**src/rtl/adc_sp_pkg.sv**
```systemverilog
`timescale 1ns/1ps
package adc_sp_pkg;

    typedef enum logic {
        SRC_INTERNAL = 1'b0,
        SRC_EXTERNAL = 1'b1
    } clk_src_e;

    typedef struct packed {
        logic start;
        logic load;
        logic done;
    } conv_evt_t;

    typedef struct packed {
        logic active;
        logic sclk;
        logic shift;
        logic tag_cap;
    } burst_ctl_t;

    function automatic logic start_cond(input logic sel_n, input logic rdconv);
        return !sel_n && !rdconv;
    endfunction

    function automatic logic read_window(input logic sel_n, input logic rdconv);
        return !sel_n && rdconv;
    endfunction

    function automatic logic load_blocked(input clk_src_e src, input logic sel_n,
                                          input logic rdconv, input logic ext_hi);
        return (src == SRC_EXTERNAL) && read_window(sel_n, rdconv) && ext_hi;
    endfunction

endpackage

```
**src/rtl/adc_sp_sync.sv**
```systemverilog
`timescale 1ns/1ps
module adc_sp_sync #(
    parameter int STAGES = 2
) (
    input  logic clk,
    input  logic rst,
    input  logic async_in,
    output logic level,
    output logic rise
);
    logic [STAGES-1:0] chain_q;
    logic              last_q;

    always_ff @(posedge clk) begin
        if (rst) begin
            chain_q <= '0;
            last_q  <= 1'b0;
        end else begin
            chain_q <= {chain_q[STAGES-2:0], async_in};
            last_q  <= chain_q[STAGES-1];
        end
    end

    assign level = chain_q[STAGES-1];
    assign rise  = chain_q[STAGES-1] && !last_q;
endmodule

```
**src/rtl/adc_sp_conv.sv**
```systemverilog
`timescale 1ns/1ps
module adc_sp_conv
    import adc_sp_pkg::*;
#(
    parameter int CONV_CYCLES = 128,
    parameter int LOAD_AT     = 110
) (
    input  logic      clk,
    input  logic      rst,
    input  logic      sel_n,
    input  logic      rdconv,
    output conv_evt_t evt,
    output logic      busy
);
    localparam int CNT_W = $clog2(CONV_CYCLES);
    localparam logic [CNT_W-1:0] LOAD_IDX = CNT_W'(LOAD_AT);
    localparam logic [CNT_W-1:0] LAST_IDX = CNT_W'(CONV_CYCLES - 1);

    logic             req;
    logic             req_q;
    logic             active_q;
    logic             busy_q;
    logic [CNT_W-1:0] cnt_q;

    assign req = start_cond(sel_n, rdconv);

    always_comb begin
        evt.start = req && !req_q && !active_q;
        evt.load  = active_q && (cnt_q == LOAD_IDX);
        evt.done  = active_q && (cnt_q == LAST_IDX);
    end

    always_ff @(posedge clk) begin
        if (rst) begin
            req_q    <= 1'b0;
            active_q <= 1'b0;
            busy_q   <= 1'b1;
            cnt_q    <= '0;
        end else begin
            req_q <= req;
            if (evt.start) begin
                active_q <= 1'b1;
                busy_q   <= 1'b0;
                cnt_q    <= '0;
            end else if (active_q) begin
                if (evt.done) begin
                    active_q <= 1'b0;
                    busy_q   <= 1'b1;
                    cnt_q    <= '0;
                end else begin
                    cnt_q <= cnt_q + 1'b1;
                end
            end
        end
    end

    assign busy = busy_q;
endmodule

```
**src/rtl/adc_sp_burst.sv**
```systemverilog
`timescale 1ns/1ps
module adc_sp_burst
    import adc_sp_pkg::*;
#(
    parameter int RES_W = 12,
    parameter int QTR   = 2
) (
    input  logic       clk,
    input  logic       rst,
    input  logic       start,
    output burst_ctl_t ctl
);
    localparam int DIV  = 4 * QTR;
    localparam int PH_W = $clog2(DIV);
    localparam int PC_W = $clog2(RES_W + 1);
    localparam logic [PH_W-1:0] PH_LAST = PH_W'(DIV - 1);
    localparam logic [PH_W-1:0] PH_MOVE = PH_W'(QTR);
    localparam logic [PH_W-1:0] PH_HIGH = PH_W'(2 * QTR);
    localparam logic [PC_W-1:0] PC_END  = PC_W'(RES_W);

    logic            run_q;
    logic [PH_W-1:0] ph_q;
    logic [PC_W-1:0] pc_q;

    always_ff @(posedge clk) begin
        if (rst) begin
            run_q <= 1'b0;
            ph_q  <= '0;
            pc_q  <= '0;
        end else if (start) begin
            run_q <= 1'b1;
            ph_q  <= '0;
            pc_q  <= '0;
        end else if (run_q) begin
            if (pc_q == PC_END && ph_q == PH_MOVE) begin
                run_q <= 1'b0;
            end
            if (ph_q == PH_LAST) begin
                ph_q <= '0;
                pc_q <= pc_q + 1'b1;
            end else begin
                ph_q <= ph_q + 1'b1;
            end
        end
    end

    always_comb begin
        ctl.active  = run_q;
        ctl.sclk    = run_q && (pc_q != PC_END) && (ph_q >= PH_HIGH);
        ctl.shift   = run_q && (pc_q != '0) && (ph_q == PH_MOVE);
        ctl.tag_cap = run_q && (pc_q == '0) && (ph_q == PH_HIGH);
    end
endmodule

```
**src/rtl/adc_serial_port.sv**
```systemverilog
`timescale 1ns/1ps
module adc_serial_port
    import adc_sp_pkg::*;
#(
    parameter int RES_W       = 12,
    parameter int CONV_CYCLES = 128,
    parameter int LOAD_AT     = 110,
    parameter int SCLK_QTR    = 2,
    parameter int SYNC_STAGES = 2
) (
    input  logic             clk,
    input  logic             rst,
    input  logic             sel_n,
    input  logic             rdconv,
    input  logic             ext_mode,
    input  logic             ext_sclk,
    input  logic             tag_in,
    input  logic [RES_W-1:0] sample_val,
    output logic             busy,
    output logic             sclk_out,
    output logic             sdo
);
    clk_src_e   src;
    conv_evt_t  evt;
    burst_ctl_t bctl;
    logic       ext_hi;
    logic       ext_rise;
    logic       burst_start;
    logic       read_en;
    logic       blocked;

    logic [RES_W-1:0] samp_q;
    logic [RES_W-1:0] res_q;
    logic [RES_W-1:0] shreg_q;
    logic             tag_q;

    assign src = clk_src_e'(ext_mode);

    adc_sp_conv #(
        .CONV_CYCLES(CONV_CYCLES),
        .LOAD_AT    (LOAD_AT)
    ) conv_i (
        .clk   (clk),
        .rst   (rst),
        .sel_n (sel_n),
        .rdconv(rdconv),
        .evt   (evt),
        .busy  (busy)
    );

    adc_sp_sync #(
        .STAGES(SYNC_STAGES)
    ) sync_i (
        .clk     (clk),
        .rst     (rst),
        .async_in(ext_sclk),
        .level   (ext_hi),
        .rise    (ext_rise)
    );

    assign burst_start = evt.start && (src == SRC_INTERNAL);

    adc_sp_burst #(
        .RES_W(RES_W),
        .QTR  (SCLK_QTR)
    ) burst_i (
        .clk  (clk),
        .rst  (rst),
        .start(burst_start),
        .ctl  (bctl)
    );

    assign read_en = read_window(sel_n, rdconv);
    assign blocked = load_blocked(src, sel_n, rdconv, ext_hi);

    always_ff @(posedge clk) begin
        if (rst) begin
            samp_q  <= '0;
            res_q   <= '0;
            shreg_q <= '0;
            tag_q   <= 1'b0;
        end else begin
            if (evt.start) begin
                samp_q <= sample_val;
            end
            if (bctl.tag_cap) begin
                tag_q <= tag_in;
            end
            if (evt.load && !blocked) begin
                res_q <= samp_q;
            end
            if (burst_start) begin
                shreg_q <= res_q;
            end else if (bctl.shift) begin
                shreg_q <= {shreg_q[RES_W-2:0], tag_q};
            end else if (src == SRC_EXTERNAL && read_en && ext_rise) begin
                shreg_q <= {shreg_q[RES_W-2:0], tag_in};
            end else if (src == SRC_EXTERNAL && evt.load && !blocked) begin
                shreg_q <= samp_q;
            end
        end
    end

    assign sclk_out = bctl.sclk && (src == SRC_INTERNAL);
    assign sdo      = shreg_q[RES_W-1];
endmodule

```
**config.mk**
```make
export PLATFORM = sky130hd
export DESIGN_NAME = adc_serial_port
export DESIGN_NICKNAME = d
export VERILOG_FILES = /design/src/rtl/adc_sp_pkg.sv /design/src/rtl/adc_sp_sync.sv /design/src/rtl/adc_sp_conv.sv /design/src/rtl/adc_sp_burst.sv /design/src/rtl/adc_serial_port.sv
export SDC_FILE = /design/constraint.sdc
export NUM_CORES = 1
export LEC_CHECK = 0
export BUFFER_PORTS_ARGS = -buffer_cell sky130_fd_sc_hd__buf_2
export CORE_UTILIZATION = 40
export DETAILED_ROUTE_END_ITERATION = 8
export PLACE_DENSITY = 0.64
export SLEW_MARGIN = 15
export SYNTH_ARGS = -nofsm -noshare
export SYNTH_HDL_FRONTEND = slang
export SYNTH_HIERARCHICAL = 1
export SYNTH_SLANG_ARGS = --single-unit
```
**constraint.sdc**
```tcl
create_clock -name clk -period 2.1 [get_ports clk]
set_input_delay 0.21 -clock clk [delete_from_list [all_inputs] [get_ports clk]]
set_output_delay 0.21 -clock clk [all_outputs]
set_load 0.01 [all_outputs]
```
==> results of run 1 <==
## routing by layer
metal / vias to the layer above / share of wire / global-route usage
li1: 1098 / - / -
met1: 1018 / 0.50 / 0.2195
met2: 42 / 0.43 / 0.2431
met3: 14 / 0.043 / 0.04571
met4: 0 / 0.028 / 0.09394
met5: - / 0 / 0
## area by class of cell
type	count	area, um2	area share
Timing Repair Buffer	29	177.7	0.05510
Clock buffer	14	172.7	0.05355
Multi-Input combinational cell	206	1534	0.4757
Tap cell	96	120.1	0.03725
Inverter	13	48.80	0.01513
Clock inverter	2	10.01	0.003104
Sequential cell	58	1161	0.3601
## state kept, by name (all words and copies together) (netlist names)
register	count
res_q	12
samp_q	12
shreg_q	12
conv_i/cnt_q	7
burst_i/pc_q	4
burst_i/ph_q	3
sync_i/chain_q	2
burst_i/run_q	1
conv_i/active_q	1
conv_i/busy	1
conv_i/req_q	1
sync_i/last_q	1
tag_q	1
## critical path: stages (launching register included)
cell      delay (ns)
dfxtp_1         0.45
inv_1           0.09
ha_1            0.20
inv_1           0.07
nor4_2          0.06
buf_4           0.16
a311oi_4        0.47
nand2_4         0.16
o32ai_2         0.21
## report_power, final
group          internal (mW)  switching, mW  total [mW]
combinational         0.0760         0.0942       0.170
sequential              1.12         0.0186        1.14
clock                  0.522          0.431       0.953
## final timing paths
path                                                   start                           end  cells past startpoint
worst max-delay path            conv_i/cnt_q[0]$_SDFFE_PP0P_       shreg_q[2]$_SDFFE_PP0P_                      8
worst max register to register  conv_i/cnt_q[0]$_SDFFE_PP0P_       shreg_q[2]$_SDFFE_PP0P_                      8
worst min register to register  sync_i/chain_q[0]$_SDFF_PP0_  sync_i/chain_q[1]$_SDFF_PP0_                      1
worst min-delay path                                   sel_n       conv_i/req_q$_SDFF_PP0_                      2
## stage by stage
step           cell area [um2]  power [mW]  setup WS [ns]  hold slack [ns]    util
6_report                  3224       2.266         0.1507          0.07227  0.4720
5_1_grt                   3224       2.356        0.02737          0.07039  0.4720
4_1_cts                   3218       2.286         0.1478          0.05957  0.4711
3_5_place_dp              3035       1.339         0.1779           0.4208  0.4443
3_3_place_gp              3035       1.337         0.1434           0.4158  0.4443
2_1_floorplan             2841       1.283        0.09216           0.2791       -
## what timing repair did
item                                    4_1_cts  5_1_grt
hold buffers                                  0        0
resized for setup                             0        1
endpoints found under the setup margin        0        3
==> impl_metrics.py, run 1 <==
metrics = {
    "global_route": {
        "grt_overflow": 0,
        "grt_pass1_vias": 1996,
        "grt_pass1_wl_mm": 9.542,
        "grt_usage": 0.1659,
        "antenna_found_initial": 0,
        "grt_max_degree": 31,
    },
    "timing": {
        "hold_viol_final": 0,
        "finClkSkew_ns": 0.005182,
        "slew_headroom": 0.6293,
        "tns_ns": 0,
        "post-route-period-util": 0.9283,
        "finalSetupViolCount": 0,
        "achievable-frequency_mhz": 513.0,
        "rsz0062_at_grt": "no",
        "tightestPinTransition_ns": 0.5561,
        "drv_slew": 0,
        "fin_crit_ns": 1.949,
    },
    "worst_setup_path": {
        "cp-end-kind": "register",
        "path_class": "reg2reg",
        "cp-start-kind": "register",
        "r2r_slack_ns": 0.15,
        "worstPathArrival_ns": 2.21,
        "critPathMaxFanout": 8,
        "critical_path_required_ns": 2.36,
    },
    "power_and_ir_drop": {
        "peakVddDrop_v": 0.0003066,
        "power.density_mw_per_mm2": 702.9,
        "power_leakage_nw": 1.301,
    },
    "placed_design": {
        "gp_congestion": 0.7578,
        "dpl.hpwl_mm": 3.806,
        "placedCellCount": 402,
        "port_buffers": 21,
    },
    "clock_network": {
        "root_buffer": "clkbuf_8",
        "postCtsSetupBuffers": 0,
        "cts.sinks": 58,
        "cts_tree": "yes",
        "h-tree-depth": 3,
        "clk_latency_ns": 0.34,
        "cts.reportedPaths.clkPinSlew_ns": 0.06,
        "clock_path_buffers": 2,
        "cts-buffers-inserted": 9,
    },
    "floorplan": {
        "rows": 30,
        "initial_utilization": 0.4159,
        "die_area_mm2": 0.007445,
        "core_mm2": 0.006832,
        "ios": 22,
        "die_x_um": 86.29,
        "die_y_um": 86.29,
    },
    "synth": {
        "syn-num-nets": 321,
        "syn_area_mm2": 0.002841,
        "syn_inst": 294,
        "syn_avg_cell_area_um2": 9.665,
        "yosys_warnings": 6,
    },
    "finish": {
        "num_antenna_cells": 0,
        "drive_above_1_share": 0.2174,
        "final_cells": 418,
        "layout_common_cells": "dfxtp_1, nor2_1, mux2i_1, buf_2",
        "final_common_cell": "dfxtp_1",
        "final_net_count": 344,
        "area_growth_pct": 13.47,
        "fillers": 667,
    },
    "route": {
        "wire_per_inst_um": 13.62,
        "drt_iter0_drc": 68,
        "drt_pre_antenna_iters": 4,
        "vias_per_cell": 5.196,
        "drc_errors": 0,
        "vias": 2172,
        "ant_nets": 0,
        "wl_mm": 5.692,
    },
    "worst_hold_path": {
        "hp-class": "in2reg",
    },
    "job": {
        "drv_cap": 0,
    },
    "outcome": {
        "status": "completed",
    },
}
No activity file was read; power rests on OpenSTA's default activity.
==> inputs of run 2 (changes only) <==
--- a/config.mk
+++ b/config.mk
@@ -9,6 +9,7 @@
 export CORE_UTILIZATION = 40
 export DETAILED_ROUTE_END_ITERATION = 8
 export PLACE_DENSITY = 0.64
+export SETUP_SLACK_MARGIN = 0.3
 export SLEW_MARGIN = 15
 export SYNTH_ARGS = -nofsm -noshare
 export SYNTH_HDL_FRONTEND = slang
==> run 2 against run 1 <==
Net effect: sequential power about the same; largest cell class unchanged; highest routed layer unchanged; die area unchanged; first-iteration DRC count increased by 44%.
==> impl_metrics.py, run 2 (same netlist as run 1, synthesis figures left out) <==
metrics = {
    "outcome": {
        "status": "completed",
    },
    "route": {
        "drc_errors": 0,
        "wl_mm": 6.190,
        "drt_iter0_drc": 98,
        "wire_per_inst_um": 14.26,
        "ant_nets": 0,
        "vias": 2281,
        "drt_pre_antenna_iters": 4,
        "vias_per_cell": 5.256,
    },
    "global_route": {
        "antenna_found_initial": 0,
        "grt_pass1_wl_mm": 9.846,
        "grt_pass1_vias": 2129,
        "grt_overflow": 0,
        "grt_usage": 0.1681,
        "grt_max_degree": 39,
    },
    "timing": {
        "finClkSkew_ns": 0.005289,
        "rsz0062_at_grt": "no",
        "tightestPinTransition_ns": 0.7187,
        "hold_viol_final": 0,
        "slew_headroom": 0.5209,
        "achievable-frequency_mhz": 567.6,
        "fin_crit_ns": 1.762,
        "finalSetupViolCount": 0,
        "post-route-period-util": 0.8389,
        "drv_slew": 0,
        "tns_ns": 0,
    },
    "placed_design": {
        "placedCellCount": 404,
        "gp_congestion": 0.7459,
        "port_buffers": 21,
        "dpl.hpwl_mm": 3.847,
    },
    "finish": {
        "area_growth_pct": 21.62,
        "biggestRegsByFlops": "res_q x12, samp_q x12, shreg_q x12",
        "final_cells": 434,
        "final_common_cell": "dfxtp_1",
        "drive_above_1_share": 0.3136,
        "ff_latch_area_mm2": 0.001172,
        "layout_common_cells": "dfxtp_1, nor2_1, mux2i_1, buf_2, buf_4",
        "num_antenna_cells": 0,
        "fillers": 650,
        "final_net_count": 361,
        "multi_input_area_mm2": 0.001633,
        "final_util": 0.5059,
    },
    "clock_network": {
        "root_buffer": "clkbuf_8",
        "cts.reportedPaths.clkPinSlew_ns": 0.06,
        "cts.sinks": 58,
        "clk_latency_ns": 0.33,
        "clock_path_buffers": 2,
        "cts_tree": "yes",
        "h-tree-depth": 3,
        "cts-buffers-inserted": 9,
    },
    "worst_setup_path": {
        "worstPathArrival_ns": 2.00,
        "cp-start-kind": "register",
        "critical_path_required_ns": 2.34,
        "critPathMaxFanout": 7,
        "timing.rr.end": "shreg_q[1]$_SDFFE_PP0P_",
        "r2r-start": "conv_i/active_q$_SDFF_PP0_",
        "ff2ff_path_depth": 8,
        "cp-end-kind": "register",
        "r2r_slack_ns": 0.34,
        "path_class": "reg2reg",
    },
    "worst_hold_path": {
        "hp-start": "sel_n",
        "holdPathStages": 2,
        "hp-class": "in2reg",
        "hold_end": "conv_i/req_q$_SDFF_PP0_",
    },
    "floorplan": {
        "initial_utilization": 0.4159,
        "die_y_um": 86.29,
        "core_mm2": 0.006832,
        "die_area_mm2": 0.007445,
        "die_x_um": 86.29,
        "ios": 22,
        "rows": 30,
    },
    "power_and_ir_drop": {
        "peakVddDrop_v": 0.0002799,
        "power_leakage_nw": 1.399,
        "power.density_mw_per_mm2": 626.9,
    },
    "job": {
        "drv_cap": 0,
    },
}
==> run 2: cell count changes in the layout (fill, tap and decap cells not counted), moves of 2 or more <==
cell      before  now
nor3b_2        0    4
clkinv_2       2    4
clkbuf_8      12    9
nor3b_1       11    6
dfxtp_1       58   51
a211oi_1       2    0
buf_4          7   17
inv_1         12   10
buf_6          0    4
dfxtp_2        0    6
a211oi_2       5    7
==> run 2: repair_timing <==
action | in CTS | in global routing
setup buffers | 3 | 9
hold buffers | 0 | 0
cloned | 0 | 3
pin swaps | 1 | 8
resized for setup | 6 | 29
setup endpoints to repair | 16 | 22
==> run 2: report_power, final <==
part | total [mW] | internal [mW] | switching [mW]
combinational | 0.198 | 0.0923 | 0.105
clock | 0.826 | 0.413 | 0.413
sequential | 1.14 | 1.12 | 0.0174
==> run 2: worst max path at each step <==
stage | from | end | slack [ns] | cells past startpoint
5_1_grt | conv_i/cnt_q[0]$_SDFFE_PP0P_ | shreg_q[9]$_SDFFE_PP0P_ | 0.27 | 10
6_report | conv_i/active_q$_SDFF_PP0_ | shreg_q[1]$_SDFFE_PP0P_ | 0.34 | 8
3_5_place_dp | conv_i/cnt_q[0]$_SDFFE_PP0P_ | shreg_q[1]$_SDFFE_PP0P_ | 0.14 | 8
2_1_floorplan | conv_i/active_q$_SDFF_PP0_ | burst_i/pc_q[0]$_SDFFE_PP0P_ | 0.33 | 9
4_1_cts | conv_i/cnt_q[0]$_SDFFE_PP0P_ | shreg_q[1]$_SDFFE_PP0P_ | 0.25 | 9
3_3_place_gp | conv_i/cnt_q[0]$_SDFFE_PP0P_ | shreg_q[2]$_SDFFE_PP0P_ | 0.13 | 8
==> run 2: layout make-up <==
cell class / count / share of cell area
clock inverter: 4 / 0.005793
clock buffer: 11 / 0.03802
timing repair buffer: 45 / 0.09341
sequential: 58 / 0.3392
multi-input combinational: 207 / 0.4725
tap: 96 / 0.03476
inverter: 13 / 0.01629
==> run 2: critical path, cell delays in order (launching register included) <==
cell and delay (ns):
dfxtp_2 0.34, buf_6 0.13, nand3_4 0.08, nor4_4 0.28
buf_4 0.18, a311oi_4 0.10, buf_6 0.15, a211o_4 0.32
o32ai_4 0.08
==> run 2: routing by layer <==
metal | vias up | global-route usage | wire length [um]
met5 | - | 0 | 0
met2 | 35 | 0.2670 | 2982
met3 | 9 | 0.03333 | 163
met1 | 1107 | 0.2180 | 2960
met4 | 0 | 0.08333 | 84
li1 | 1130 | - | -
==> run 2: metrics by stage <==
stage / power, mW / hold slack (ns) / setup slack [ns] / cell area (um2)
final: 2.166 / 0.08562 / 0.3383 / 3456
after global routing: 2.267 / 0.06397 / 0.2671 / 3456
after CTS: 2.169 / 0.07108 / 0.2484 / 3246
after detailed placement: 1.339 / 0.4239 / 0.1356 / 3049
after global placement: 1.337 / 0.4165 / 0.1308 / 3049
after floorplan: 1.286 / 0.2791 / 0.3316 / 2859
